--- src/rtl/adc_ctrl_pkg.sv ---
package adc_ctrl_pkg;

  typedef enum logic [1:0] {
    PWR_SHUT = 2'd0,
    PWR_STBY = 2'd1,
    PWR_WAKE = 2'd2,
    PWR_FULL = 2'd3
  } pwr_state_e;

  typedef enum logic [1:0] {
    PM_CS_GATED = 2'd0,
    PM_ALWAYS   = 2'd1,
    PM_AUTO_OFF = 2'd2,
    PM_AUTO_SBY = 2'd3
  } pm_mode_e;

  // bit positions of the configuration byte that the decoder depends on
  localparam int CFG_REF_OFF = 5;
  localparam int CFG_DUAL    = 4;
  localparam int CFG_CHAN    = 3;
  localparam int CFG_PM_HI   = 1;
  localparam int CFG_PM_LO   = 0;
  localparam logic [7:0] CFG_RESV_MASK = 8'b0100_0100;

endpackage

--- src/rtl/adc_in_sync.sv ---
module adc_in_sync #(
  parameter int STAGES = 2
) (
  input  logic clk,
  input  logic rst,
  input  logic cs_n,
  input  logic sclk,
  input  logic din,
  output logic cs_s,
  output logic din_s,
  output logic cs_fall,
  output logic cs_rise,
  output logic sck_rise,
  output logic sck_fall
);

  logic [STAGES-1:0] cs_pipe, sck_pipe, din_pipe;
  logic cs_prev, sck_prev;

  always_ff @(posedge clk) begin
    if (rst) begin
      cs_pipe  <= '1;
      sck_pipe <= '0;
      din_pipe <= '0;
      cs_prev  <= 1'b1;
      sck_prev <= 1'b0;
    end else begin
      cs_pipe  <= {cs_pipe[STAGES-2:0], cs_n};
      sck_pipe <= {sck_pipe[STAGES-2:0], sclk};
      din_pipe <= {din_pipe[STAGES-2:0], din};
      cs_prev  <= cs_pipe[STAGES-1];
      sck_prev <= sck_pipe[STAGES-1];
    end
  end

  assign cs_s     = cs_pipe[STAGES-1];
  assign din_s    = din_pipe[STAGES-1];
  assign cs_fall  = cs_prev & ~cs_s;
  assign cs_rise  = ~cs_prev & cs_s;
  assign sck_rise = ~sck_prev & sck_pipe[STAGES-1];
  assign sck_fall = sck_prev & ~sck_pipe[STAGES-1];

endmodule

--- src/rtl/adc_frame_engine.sv ---
module adc_frame_engine #(
  parameter int CTRL_W    = 8,
  parameter int RES_W     = 12,
  parameter int FRAME_LEN = 16
) (
  input  logic              clk,
  input  logic              rst,
  input  logic              cs_s,
  input  logic              cs_fall,
  input  logic              cs_rise,
  input  logic              sck_rise,
  input  logic              sck_fall,
  input  logic              din_s,
  input  logic [RES_W-1:0]  result,
  output logic              dout,
  output logic              commit,
  output logic [CTRL_W-1:0] cfg_word
);

  localparam int CNT_W = $clog2(FRAME_LEN + 1);
  localparam int LEAD  = FRAME_LEN - RES_W;
  localparam logic [CNT_W-1:0] LAST_EDGE = CNT_W'(FRAME_LEN - 1);
  localparam logic [CNT_W-1:0] CFG_EDGES = CNT_W'(CTRL_W);

  logic [CNT_W-1:0]     edge_cnt;
  logic                 active;
  logic [CTRL_W-1:0]    rx_sr;
  logic [FRAME_LEN-1:0] tx_sr;
  logic                 commit_q;

  always_ff @(posedge clk) begin
    if (rst) begin
      edge_cnt <= '0;
      active   <= 1'b0;
      rx_sr    <= '0;
      tx_sr    <= '0;
      commit_q <= 1'b0;
    end else begin
      commit_q <= 1'b0;
      if (cs_fall) begin
        active   <= 1'b1;
        edge_cnt <= '0;
        tx_sr    <= {{LEAD{1'b0}}, result};
      end else if (cs_rise) begin
        active <= 1'b0;
      end else if (!cs_s && active) begin
        if (sck_rise) begin
          if (edge_cnt < CFG_EDGES)
            rx_sr <= {rx_sr[CTRL_W-2:0], din_s};
          if (edge_cnt == LAST_EDGE) begin
            commit_q <= 1'b1;
            active   <= 1'b0;
          end
          edge_cnt <= edge_cnt + 1'b1;
        end
        if (sck_fall)
          tx_sr <= {tx_sr[FRAME_LEN-2:0], 1'b0};
      end
    end
  end

  assign dout     = tx_sr[FRAME_LEN-1];
  assign commit   = commit_q;
  assign cfg_word = rx_sr;

  // every frame opens with a leading zero on the data output
  assert_lead_zero_R5: assert property (@(posedge clk) disable iff (rst)
    cs_fall |=> !dout);

  // chip select rising mid-frame never yields a commit
  assert_abort_no_commit_R3: assert property (@(posedge clk) disable iff (rst)
    (cs_rise && edge_cnt != LAST_EDGE) |=> !commit_q);

endmodule

--- src/rtl/adc_pwr_seq.sv ---
module adc_pwr_seq
  import adc_ctrl_pkg::*;
#(
  parameter int WAKE_SHUT = 1000,
  parameter int WAKE_STBY = 20
) (
  input  logic       clk,
  input  logic       rst,
  input  pm_mode_e   mode,
  input  logic       cs_fall,
  input  logic       cs_rise,
  input  logic       conv_done,
  output pwr_state_e state,
  output logic       ready
);

  localparam int CW = $clog2(WAKE_SHUT + 1);

  pwr_state_e    state_q;
  logic [CW-1:0] wake_cnt;
  logic          awake, wake_evt, to_shut, to_stby;

  always_comb begin
    awake    = (state_q == PWR_FULL) || (state_q == PWR_WAKE);
    wake_evt = (mode == PM_ALWAYS) || cs_fall;
    to_shut  = awake && (((mode == PM_CS_GATED) && cs_rise) ||
                         ((mode == PM_AUTO_OFF) && conv_done));
    to_stby  = awake && (mode == PM_AUTO_SBY) && conv_done;
  end

  always_ff @(posedge clk) begin
    if (rst) begin
      state_q  <= PWR_SHUT;
      wake_cnt <= '0;
    end else if (to_shut) begin
      state_q <= PWR_SHUT;
    end else if (to_stby) begin
      state_q <= PWR_STBY;
    end else begin
      case (state_q)
        PWR_SHUT: if (wake_evt) begin
          state_q  <= PWR_WAKE;
          wake_cnt <= CW'(WAKE_SHUT);
        end
        PWR_STBY: if (wake_evt) begin
          state_q  <= PWR_WAKE;
          wake_cnt <= CW'(WAKE_STBY);
        end
        PWR_WAKE: begin
          if (wake_cnt <= CW'(1)) state_q <= PWR_FULL;
          else wake_cnt <= wake_cnt - 1'b1;
        end
        default: state_q <= PWR_FULL;
      endcase
    end
  end

  assign state = state_q;
  assign ready = (state_q == PWR_FULL);

  // the always-on policy holds full power
  assert_always_on_holds_R8: assert property (@(posedge clk) disable iff (rst)
    (mode == PM_ALWAYS && state_q == PWR_FULL) |=> state_q == PWR_FULL);

  // shutdown must pass through the wake-up state
  assert_no_skip_wake_R9: assert property (@(posedge clk) disable iff (rst)
    (state_q == PWR_SHUT) |=> state_q != PWR_FULL);

  // standby is entered only after a conversion completes
  assert_stby_after_done_R10: assert property (@(posedge clk) disable iff (rst)
    (state_q == PWR_STBY && $past(state_q) != PWR_STBY) |-> $past(conv_done));

endmodule

--- src/rtl/adc_ctrl_seq.sv ---
module adc_ctrl_seq
  import adc_ctrl_pkg::*;
#(
  parameter int CTRL_W      = 8,
  parameter int RES_W       = 12,
  parameter int FRAME_LEN   = 16,
  parameter int SYNC_STAGES = 2,
  parameter int WAKE_SHUT   = 1000,
  parameter int WAKE_STBY   = 20
) (
  input  logic             clk,
  input  logic             rst,
  input  logic             cs_n,
  input  logic             sclk,
  input  logic             din,
  output logic             dout,
  output logic             dout_oe,
  output logic             conv_req,
  output logic             conv_ch,
  input  logic             conv_done,
  input  logic [RES_W-1:0] conv_result,
  output logic             ref_en,
  output logic             dual_mode,
  output logic [1:0]       pwr_state,
  output logic             core_ready,
  output logic             result_invalid,
  output logic             proto_err
);

  logic cs_s, din_s, cs_fall, cs_rise, sck_rise, sck_fall;
  logic commit;
  logic [CTRL_W-1:0] cfg_word;
  logic [RES_W-1:0]  result_q;
  logic ref_off_q, dual_q, chan_q, req_q, invalid_q, perr_q, oe_q;
  pm_mode_e   mode_q;
  pwr_state_e pstate;
  logic       pready;

  adc_in_sync #(.STAGES(SYNC_STAGES)) u_sync (
    .clk(clk), .rst(rst), .cs_n(cs_n), .sclk(sclk), .din(din),
    .cs_s(cs_s), .din_s(din_s), .cs_fall(cs_fall), .cs_rise(cs_rise),
    .sck_rise(sck_rise), .sck_fall(sck_fall)
  );

  adc_frame_engine #(.CTRL_W(CTRL_W), .RES_W(RES_W), .FRAME_LEN(FRAME_LEN)) u_frame (
    .clk(clk), .rst(rst), .cs_s(cs_s), .cs_fall(cs_fall), .cs_rise(cs_rise),
    .sck_rise(sck_rise), .sck_fall(sck_fall), .din_s(din_s), .result(result_q),
    .dout(dout), .commit(commit), .cfg_word(cfg_word)
  );

  adc_pwr_seq #(.WAKE_SHUT(WAKE_SHUT), .WAKE_STBY(WAKE_STBY)) u_pwr (
    .clk(clk), .rst(rst), .mode(mode_q), .cs_fall(cs_fall), .cs_rise(cs_rise),
    .conv_done(conv_done), .state(pstate), .ready(pready)
  );

  always_ff @(posedge clk) begin
    if (rst) begin
      ref_off_q <= 1'b0;
      dual_q    <= 1'b0;
      chan_q    <= 1'b0;
      mode_q    <= PM_CS_GATED;
      perr_q    <= 1'b0;
      req_q     <= 1'b0;
      invalid_q <= 1'b0;
      result_q  <= '0;
      oe_q      <= 1'b0;
    end else begin
      oe_q  <= ~cs_s;
      req_q <= commit;
      if (commit) begin
        ref_off_q <= cfg_word[CFG_REF_OFF];
        dual_q    <= cfg_word[CFG_DUAL];
        chan_q    <= cfg_word[CFG_CHAN];
        mode_q    <= pm_mode_e'(cfg_word[CFG_PM_HI:CFG_PM_LO]);
        perr_q    <= |(cfg_word & CFG_RESV_MASK);
      end
      if (req_q) invalid_q <= ~pready;
      if (conv_done) result_q <= conv_result;
    end
  end

  assign dout_oe        = oe_q;
  assign conv_req       = req_q;
  assign conv_ch        = dual_q & chan_q;
  assign ref_en         = ~ref_off_q;
  assign dual_mode      = dual_q;
  assign pwr_state      = pstate;
  assign core_ready     = pready;
  assign result_invalid = invalid_q;
  assign proto_err      = perr_q;

  // a request lasts exactly one cycle
  assert_req_pulse_R6: assert property (@(posedge clk) disable iff (rst)
    conv_req |=> !conv_req);

  // a request made at full power reports a valid result
  assert_valid_at_full_R11: assert property (@(posedge clk) disable iff (rst)
    (conv_req && pstate == PWR_FULL) |=> !result_invalid);

  // the error flag only moves at a commit
  assert_perr_only_commit_R12: assert property (@(posedge clk) disable iff (rst)
    !commit |=> $stable(proto_err));

endmodule

--- config.mk ---
export PLATFORM = sky130hd
export DESIGN_NAME = adc_ctrl_seq
export DESIGN_NICKNAME = d
export VERILOG_FILES = /design/src/rtl/adc_ctrl_pkg.sv /design/src/rtl/adc_in_sync.sv /design/src/rtl/adc_frame_engine.sv /design/src/rtl/adc_pwr_seq.sv /design/src/rtl/adc_ctrl_seq.sv
export SDC_FILE = /design/constraint.sdc
export NUM_CORES = 1
export LEC_CHECK = 0
export BUFFER_PORTS_ARGS = -buffer_cell sky130_fd_sc_hd__buf_2
export CORE_MARGIN = 10
export CORE_UTILIZATION = 50
export CTS_CLUSTER_SIZE = 14
export DETAILED_ROUTE_END_ITERATION = 16
export PLACE_DENSITY = 0.81
export SLEW_MARGIN = 15
export SYNTH_ARGS = -nofsm -noshare
export SYNTH_HDL_FRONTEND = slang
export SYNTH_SLANG_ARGS = --single-unit
--- constraint.sdc ---
create_clock -name clk -period 1.65 [get_ports clk]
set_input_delay 0.33 -clock clk [delete_from_list [all_inputs] [get_ports clk]]
set_output_delay 0.33 -clock clk [all_outputs]
set_load 0.05 [all_outputs]
* Yosys cells after proc, flatten, opt, wreduce, memory -nomap -nowiden
Cells that the tools add are included.
** Word-level totals
- Register bits after elaboration :: 71
- Input port bits :: 18
- Output and inout bits :: 11
- Logic and storage cells :: 109
** Cells by class
- $add $sub $neg :: 2
- Order comparisons :: 2
- Eq/ne operators :: 15
- Muxes and demuxes :: 18
- Bitwise logic cells :: 17
- Reduce and logical (&&, ||, !) cells :: 32
** Operators by type and width (count)
- 12-bit two-way mux :: 4
- 10-bit two-way mux :: 3
- 10-bit one-hot mux with 3 select lines :: 1
- 1-bit inverter :: 12
- 3-bit AND reduction :: 4
- 3-bit nonzero test :: 4
- 10-bit by 1-bit less-or-equal comparator with 1-bit output, second input constant :: 1
- 10-bit by 1-bit subtractor with 10-bit output, second input constant :: 1
- 2-bit equality test, second input constant :: 4
- 2-bit by 1-bit != test with 1-bit output, second input constant :: 4
- 2-bit OR reduction :: 4
- 1-bit two-way mux :: 7
- 1-bit logical AND :: 6
- 6-bit AND reduction :: 1
- 5-bit by 1-bit adder with 5-bit output, second input constant :: 1
- 1-bit bitwise AND :: 5
- 5-bit by 4-bit equality test with 1-bit output, second input constant :: 1
- 5-bit by 4-bit < comparator with 1-bit output, second input constant :: 1
- 5-bit AND reduction :: 1
- 5-bit OR reduction :: 1
- 2-bit by 1-bit equality test with 1-bit output, second input constant :: 2
- 2-bit zero test :: 2
- 2-bit two-way mux :: 2
- 2-bit != test, second input constant :: 2
- 8 further kinds :: 12

* Logic depth before layout (Yosys ltp)
Gate-level depths: netlist of run 1.
- Depth in word-level cells :: 7
- Depth in mapped cells :: 9
- Mapped depth without buffers :: 7

* By module
A second synthesis of run 1 with hierarchy kept.
** Unflattened totals
- Cells, all modules :: 341
- Area total of the unflattened synthesis :: 3342.0 um2
** By module, submodules not included
- adc_frame_engine :: times used 1, cells each 142, area each 1447.6 um2, seq. area each 620.6 um2
- adc_pwr_seq :: times used 1, cells each 111, area each 930.9 um2, seq. area each 240.2 um2
- adc_ctrl_seq :: times used 1, cells each 68, area each 728.2 um2, seq. area each 420.4 um2
- adc_in_sync :: times used 1, cells each 20, area each 235.2 um2, seq. area each 160.2 um2

* Worst setup path before layout of run 1
OpenSTA, ideal clock, no wires.
- Path type :: flip-flop to flip-flop
- From :: register u_pwr.state_q[1] (netlist: u_pwr.state[1])
- To :: register u_pwr.wake_cnt[2]
- Setup time :: 79 ps
- Data arrival time :: 2195 ps
- Data required time :: 1571 ps
- Path slack :: -625 ps
- Stages on the path, launching flop included :: 8
- Buffers on the path :: 2
- Clock period less this slack :: 2275 ps
- Cells stage by stage :: dfxtp_1 ha_1 o221ai_1 o221ai_2 buf_6 buf_8 a21oi_2 a211oi_2
** Between the ends
- Word-level cells in the longest chain between the ends :: 6
- Elaborated cells on any way between the ends :: 16
- Classes of those cells :: eq/ne: 6; mux: 1; bitwise: 2; reduce/logical: 7
** RTL lines
- start: declaration :: line adc_pwr_seq.sv:19 : pwr_state_e state_q;
- start signal: assignment :: line adc_pwr_seq.sv:33 : state_q <= PWR_SHUT;
- start signal: assignment :: line adc_pwr_seq.sv:36 : state_q <= PWR_SHUT;
- start signal: assignment :: line adc_pwr_seq.sv:38 : state_q <= PWR_STBY;
- 2-bit equality test *
- net core_ready :: line adc_ctrl_seq.sv:25 : output logic core_ready,
- 1-bit logical OR * :: line adc_pwr_seq.sv:24 : awake = (state_q == PWR_FULL) || (state_q == PWR_WAKE);
- 1-bit logical AND (2 in a row) :: line adc_pwr_seq.sv:28 : to_stby = awake && (mode == PM_AUTO_SBY) && conv_done;
- 1-bit inverter (no line)
- 6-bit AND reduction (no line) *
- end signal: assignment :: line adc_pwr_seq.sv:43 : wake_cnt <= CW'(WAKE_SHUT);
- end signal: assignment :: line adc_pwr_seq.sv:47 : wake_cnt <= CW'(WAKE_STBY);
- end signal: assignment :: line adc_pwr_seq.sv:51 : else wake_cnt <= wake_cnt - 1'b1;
- end: declaration :: line adc_pwr_seq.sv:20 : logic [CW-1:0] wake_cnt;
Mark *: on every way through the listed nets, which the timed path passes. The rest lies on a longest branch.
A chain may end at the register's enable or synchronous reset.

* Final worst setup path of run 1
- From :: register u_pwr.state_q[0] (netlist: u_pwr.state[0])
- To :: register u_pwr.wake_cnt[9]
** Between the ends
- Word-level cells in the longest chain between the ends :: 6
- Elaborated cells on any way between the ends :: 16
- Classes of those cells :: eq/ne: 6; mux: 1; bitwise: 2; reduce/logical: 7
** RTL lines (line)
- 2-bit equality test, on equally long branches :: adc_pwr_seq.sv:24, adc_pwr_seq.sv:40
- 1-bit logical OR :: adc_pwr_seq.sv:24
- 1-bit logical AND (2 in a row) :: adc_pwr_seq.sv:28
- 1-bit inverter (no line)
- 6-bit AND reduction (no line)
Several ways; a longest one is shown, not always the timed one.

==> flow_summary.toml, run 1 <==
[outcome]
status = "finished with violations"
violations = "setup timing"

[setup_path]
critPathArrivalTime_ns = 1.95
crit_fanout = 5
crit_chain = "ha_4, a221oi_4, o221ai_4, clkbuf_16, or2_4, a21oi_1"
critPathSlowestCell = "dfxtp_4"
setup.worst_path.start_class = "register"
criticalPathCategory = "reg2reg"
setup.worst_path.end_class = "register"
crit_path_max_incr_delay_ns = 0.37
crit_required_ns = 1.93

[global_route]
grt_first_pass_wirelength_um = 10200
grt_usage_pct = 12.6
grt_pass1_vias = 2329
antenna_found_initial = 0
overflow = 0
grt_max_degree = 28

[placed_design]
hpwl_um = 4180
place.gp.congestion = 0.799
portBuffers = 28
placed_cell_area_um2 = 3480
dp_slack_ns = 0.0217

[power]
combinationalPowerShare_pct = 42.6
power.share.sequential_pct = 34.1
clock_power_share_pct = 23.3
p_sw_share_pct = 34.0
p_int_mw = 3.87
p_sw_mw = 2.00
p_leak_nw = 1.57
power.density_nw_per_um2 = 1520
power_mw = 5.87
vdd_drop_max_v = 0.00105

[timing]
hold_viol_final = 0
layout_min_cycle_time_ns = 1.67
maxSlewHeadroom_pct = 74.2
skew_ns = 0.00981
final_max_slew_viol_count = 0
fin_ws_ns = -0.0233
fmax_ghz = 0.598
worst_slew_pin_slew_ns = 0.386
setup_violations = 1
finalCritPeriodShare_pct = 101
rsz0062_at_grt = "true"
totalNegativeSetupSlack_ns = -0.0233
worst_hold_slack_ns = 0.163

[clocking]
cts_made_buffers = 9
hold_buffers = 0
cts.clk_slew.worst_paths_ns = 0.08
cts_tree = "built"
cts_sinks = 71
cts_root_buf = "clkbuf_8"
cts.htree.levels = 3
clockBufferDepth = 2
clk_latency_ns = 0.35

[floorplan]
die_width_um = 98.0
fp.coreArea_um2 = 5920
ios = 29
initial_core_util_pct = 51.4
die_h_um = 98.0
die_area_um2 = 9600
rows = 28

[finish]
nets = 398
drive_above_1_share_pct = 31.4
fillCellCount = 451
area.growth.synth_to_final_pct = 26.9
diodes = 0
fin_area_um2 = 3860

[routing]
dr.pass1.iters = 4
via_per_inst = 5.25
drc = 0
drt.antenna.violating_nets = 0
dr.first_iter.drc_count = 99
num_vias = 2369
wl_per_cell_um = 14.1
wirelength_um = 6370

[synthesis]
synth.most_common_cell = "dfxtp_1"
synth_edf_count = 0
syn_area_um2 = 3040
ys_types = 44
ys_top_cells_by_count = "dfxtp_1 (71), nor2_1 (57), mux2i_1 (40), a211oi_1 (15), a21oi_1 (15)"
synth_top_area_share_pct = 46.7
avgSynthCellArea_um2 = 9.54
syn_nets = 345
syn_inst = 319
synth_ff_type = "dfxtp_1"
async_flop_share_pct = 0
yosys_register_bits = 71
netlist_top_cells_area = "dfxtp_1 (47%), mux2i_1 (13%), nor2_1 (7.0%), a211oi_1 (3.7%), ha_1 (3.3%)"
yosysWarnings = 0
yosysTopAreaCell = "dfxtp_1"
ys_seq_area_share_pct = 46.7

[worst_hold_path]
hp-class = "in2reg"

[run]
maxCapViolations = 0
## stage by stage
stage / std cells / utilization (%)
finish: 451 / 65.2
global route: 451 / 65.2
CTS: 447 / 62.0
detailed placement: 432 / 58.9
global placement: 432 / 58.9
floorplan: 319 / -
## per-layer routing
metal | wire length (um) | GRT usage [%]
met2 | 3040 | 21.0
met3 | 237 | 3.81
met4 | 170 | 6.60
met1 | 2930 | 14.2
met5 | 0 | 0
## critical path: cells and delay by family (launching register included)
| kind | cells | cell delay [ns] |
|---|---|---|
| simple gates | 1 | 0.23 |
| buf+inv | 1 | 0.20 |
| fa+ha+maj | 1 | 0.20 |
| compound gates | 3 | 0.59 |
| flops | 1 | 0.37 |
## kinds of logic (layout without fill, tap and decap cells)
kind of cell    Yosys count  after routing  synth area share [%]
compound gates           62             62                  14.4
xor+xnor                  3              3                 0.864
fa+ha+maj                 8              8                  3.29
buf+inv                  31             88                  4.73
flops                    71             71                  46.7
mux                      40             40                  13.2
simple gates            104            104                  16.8
## sequential cells by signal (all words and copies together) (netlist names), 2 cells and up
register          count
u_frame.edge_cnt      5
u_sync.cs_pipe        2
mode_q                2
u_pwr.state           2
result_q             12
u_sync.din_pipe       2
u_frame.tx_sr        16
u_frame.cfg_word      7
u_sync.sck_pipe       2
u_pwr.wake_cnt       10
## power groups by stage
stage               clock (mW)  combinational, mW  sequential (mW)
detailed placement           0               1.92             2.03
CTS                       1.37               1.93             1.99
global placement             0               1.88             2.02
floorplan                    0               1.31             2.09
finish                    1.37               2.50             2.00
global route              1.46               2.70             2.02
## layout by cell type, fill, tap and decap left out, types with 6 or more instances in the layout
cell type  count
a211oi_1      14
a21oi_1       12
buf_2         27
buf_4         32
clkbuf_8       9
dfxtp_1       66
inv_1          9
mux2i_1       40
nand2_1        9
nor2_1        55
nor2b_1        7
o21ai_1        6
## timing repair
item	in CTS	in global routing
setup endpoints to repair	0	11
gates resized for setup	0	26
setup buffers	0	2
## area by class of cell
| type | instances | area [um2] | share of cell area, % |
|---|---|---|---|
| clock buffers | 10 | 128 | 3.31 |
| clock inverters | 5 | 58.8 | 1.52 |
| inverters | 10 | 40.0 | 1.04 |
| multi-input cells | 217 | 1650 | 42.7 |
| flip-flops and latches | 71 | 1430 | 37.1 |
| well taps | 75 | 93.8 | 2.43 |
| repair buffers | 63 | 457 | 11.8 |
## path summary, 6_finish.rpt
| kind | startpoint | end | slack [ns] | depth (start not counted) |
|---|---|---|---|---|
| worst max-delay path | u_pwr.state[0]$_SDFFE_PP0P_ | u_pwr.wake_cnt[9]$_SDFFE_PP0P_ | -0.02 | 6 |
| worst min register to register | u_sync.cs_pipe[0]$_SDFF_PP1_ | u_sync.cs_pipe[1]$_SDFF_PP1_ | 0.42 | 1 |
| worst min-delay path | cs_n | u_sync.cs_pipe[0]$_SDFF_PP1_ | 0.16 | 2 |
| worst max register to register | u_pwr.state[0]$_SDFFE_PP0P_ | u_pwr.wake_cnt[9]$_SDFFE_PP0P_ | -0.02 | 6 |
Power figures use the tool's default switching activity.
==> inputs of run 2 (changes only) <==
--- a/config.mk
+++ b/config.mk
@@ -5,8 +5,9 @@
 export SDC_FILE = /design/constraint.sdc
 export NUM_CORES = 1
 export LEC_CHECK = 0
+export ABC_AREA = 1
 export BUFFER_PORTS_ARGS = -buffer_cell sky130_fd_sc_hd__buf_2
-export CORE_MARGIN = 10
+export CORE_MARGIN = 1
 export CORE_UTILIZATION = 50
 export CTS_CLUSTER_SIZE = 14
 export DETAILED_ROUTE_END_ITERATION = 16
==> run 2 against run 1 <==
The flow now finishes without violations. Synthesized cell count increased by 37%. Clock power about the same. Final cell count increased by 23%. Worst hold slack got worse by 0.0029 ns. Clock-buffer cell count increased by 1. Largest power group is now registers.
==> flow_summary.toml, run 2 <==
[routing]
drt.antenna.violating_nets = 0
num_vias = 2818
drc = 0
wirelength_um = 6350
dr.pass1.iters = 4
via_per_inst = 5.09
wl_per_cell_um = 11.5
dr.first_iter.drc_count = 126

[placed_design]
portBuffers = 28
place.gp.congestion = 0.831
dp_slack_ns = 0.0555
dp.cells = 535
placed_cell_area_um2 = 3400
hpwl_um = 4240

[clocking]
cts_made_buffers = 9
cts_tree = "built"
cts_sinks = 71
clk_latency_ns = 0.35
hold_buffers = 0
clockBufferDepth = 2
cts.htree.levels = 3
cts_root_buf = "clkbuf_8"
cts.clk_slew.worst_paths_ns = 0.08

[global_route]
overflow = 0
antenna_found_initial = 0
grt_first_pass_wirelength_um = 10700
grt_usage_pct = 21.4
grt_max_degree = 38
grt_pass1_vias = 2545

[timing]
layout_min_cycle_time_ns = 1.56
fin_ws_ns = 0.0923
setup_violations = 0
final_max_slew_viol_count = 0
finalCritPeriodShare_pct = 94.4
hold_viol_final = 0
totalNegativeSetupSlack_ns = 0
fmax_ghz = 0.642
worst_slew_pin_slew_ns = 0.394
maxSlewHeadroom_pct = 73.7
skew_ns = 0.0116

[finish]
largest_reg_flops = 16
final_cell_count_no_fill = 554
mostFrequentLayoutCell = "nor2_1"
final_cell_mix = "nor2_1 (85), nand2_1 (83), dfxtp_1 (68)"
nets = 500
drive_above_1_share_pct = 18.6
regMostFlops = "u_frame.tx_sr"
reg.largest.list = "u_frame.tx_sr: 16 flops, result_q: 12 flops, u_pwr.wake_cnt: 10 flops"
diodes = 0
post-route-util_pct = 60.9
fin_area_um2 = 3650
area.growth.synth_to_final_pct = 15.9

[synthesis]
yosysWarnings = 0
synth_edf_count = 0
syn_area_um2 = 3150
ys_seq_area_share_pct = 45.1
yosysTopAreaCell = "dfxtp_1"
synth_top_area_share_pct = 45.1
synth_ff_type = "dfxtp_1"
yosys_register_bits = 71
syn_nets = 464
avgSynthCellArea_um2 = 7.19
ys_top_cells_by_count = "nor2_1 (87), nand2_1 (85), dfxtp_1 (71), inv_1 (43), o21ai_0 (42)"
synth.most_common_cell = "nor2_1"
netlist_top_cells_area = "dfxtp_1 (45%), nor2_1 (10%), nand2_1 (10%), o21ai_0 (6.7%), inv_1 (5.1%)"
async_flop_share_pct = 0
syn_inst = 438
ys_types = 28

[run]
maxCapViolations = 0

[floorplan]
fp.coreArea_um2 = 5990
die_width_um = 81.4
rows = 28
die_h_um = 81.4
die_area_um2 = 6620
ios = 29
initial_core_util_pct = 52.6

[worst_hold_path]
hp-class = "in2reg"

[setup_path]
crit_family = "flip-flops"
crit_chain = "buf_4, ha_4, buf_2"
critPathSlowestCell = "dfxtp_4"
setup.worst_path.start_class = "register"
crit_path_max_incr_delay_ns = 0.37
criticalPathCategory = "reg2out"
crit_fanout = 5
critPathArrivalTime_ns = 1.23
path_buf_inv = 2
setup.worst_path.end_class = "primary output"
crit_required_ns = 1.32

[outcome]
status = "finished, final reports clean"

[power]
vdd_drop_max_v = 0.000778
p_leak_nw = 1.63
power.density_nw_per_um2 = 1470
## run 2: cell count changes after synthesis, sizes merged, moves of 9 or more
cell,change
nand3,+19
inv,+40
a21oi,+10
nor2b,-9
o21ai,+34
a211oi,-17
nand2,+79
nor2,+35
mux2i,-40
## run 2: area by class of cell
cell class / instances / area [um2]
multi-input combinational: 302 / 1500
tap: 75 / 93.8
clock inverter: 5 / 58.8
sequential: 71 / 1430
timing repair buffer: 38 / 228
fill: 538 / 2340
inverter: 52 / 200
clock buffer: 11 / 141
## run 2: where the power goes
part | internal, mW | total, mW | switching [mW]
registers | 1.90 | 2.06 | 0.153
logic | 0.668 | 1.91 | 1.24
clock network | 0.740 | 1.40 | 0.660
## run 2: layer usage
metal / vias to the layer above / GRT usage (%) / share of wire, %
met5: - / 0 / 0
met4: 0 / 7.86 / 0.85
met3: 6 / 6.40 / 4.4
met2: 63 / 36.1 / 47
met1: 1283 / 25.5 / 48
li1: 1466 / - / -
## run 2: worst register-to-register path, cell delays in order, from the launching register on
cell and delay [ns]:
dfxtp_4 0.40, inv_2 0.05, ha_1 0.18, inv_1 0.05, nand2_1 0.08, nand3_2 0.10, nand2_2 0.07, nor2_4 0.17
nand3_4 0.15, nand2_2 0.10, nand2_1 0.05, nor2_1 0.08
## run 2: cells by family (layout without fill, tap and decap cells)
family	after synthesis	after routing	share of synthesized area (%)
and+or+nand+nor	208	209	28.3
DFF	71	71	45.1
AOI/OAI and AO/OA	85	85	14.6
adders and majority gates	8	8	3.18
buffers and inverters	66	106	8.78
## run 2: metrics by stage
step | power (mW) | hold WS (ns)
finish | 5.37 | 0.161
global route | 5.75 | 0.159
CTS | 5.24 | 0.153
detailed placement | 3.86 | 0.403
global placement | 3.80 | 0.390
floorplan | 3.56 | 0.388
## run 2: worst paths after layout
kind | from | endpoint | slack, ns | cells past startpoint
hold / removal | cs_n | u_sync.cs_pipe[0]$_SDFF_PP1_ | 0.16 | 2
setup / recovery | u_pwr.state[1]$_SDFFE_PP0P_ | core_ready | 0.09 | 3
setup reg to reg | u_pwr.state[0]$_SDFFE_PP0P_ | u_pwr.wake_cnt[9]$_SDFFE_PP0P_ | 0.10 | 11
hold reg to reg | u_sync.sck_pipe[0]$_SDFF_PP0_ | u_sync.sck_pipe[1]$_SDFF_PP0_ | 0.41 | 2
## run 2: what timing repair did
action,4_1_cts,5_1_grt
resized for setup,0,9
buffers inserted,0,2
endpoints found under the setup margin,0,10
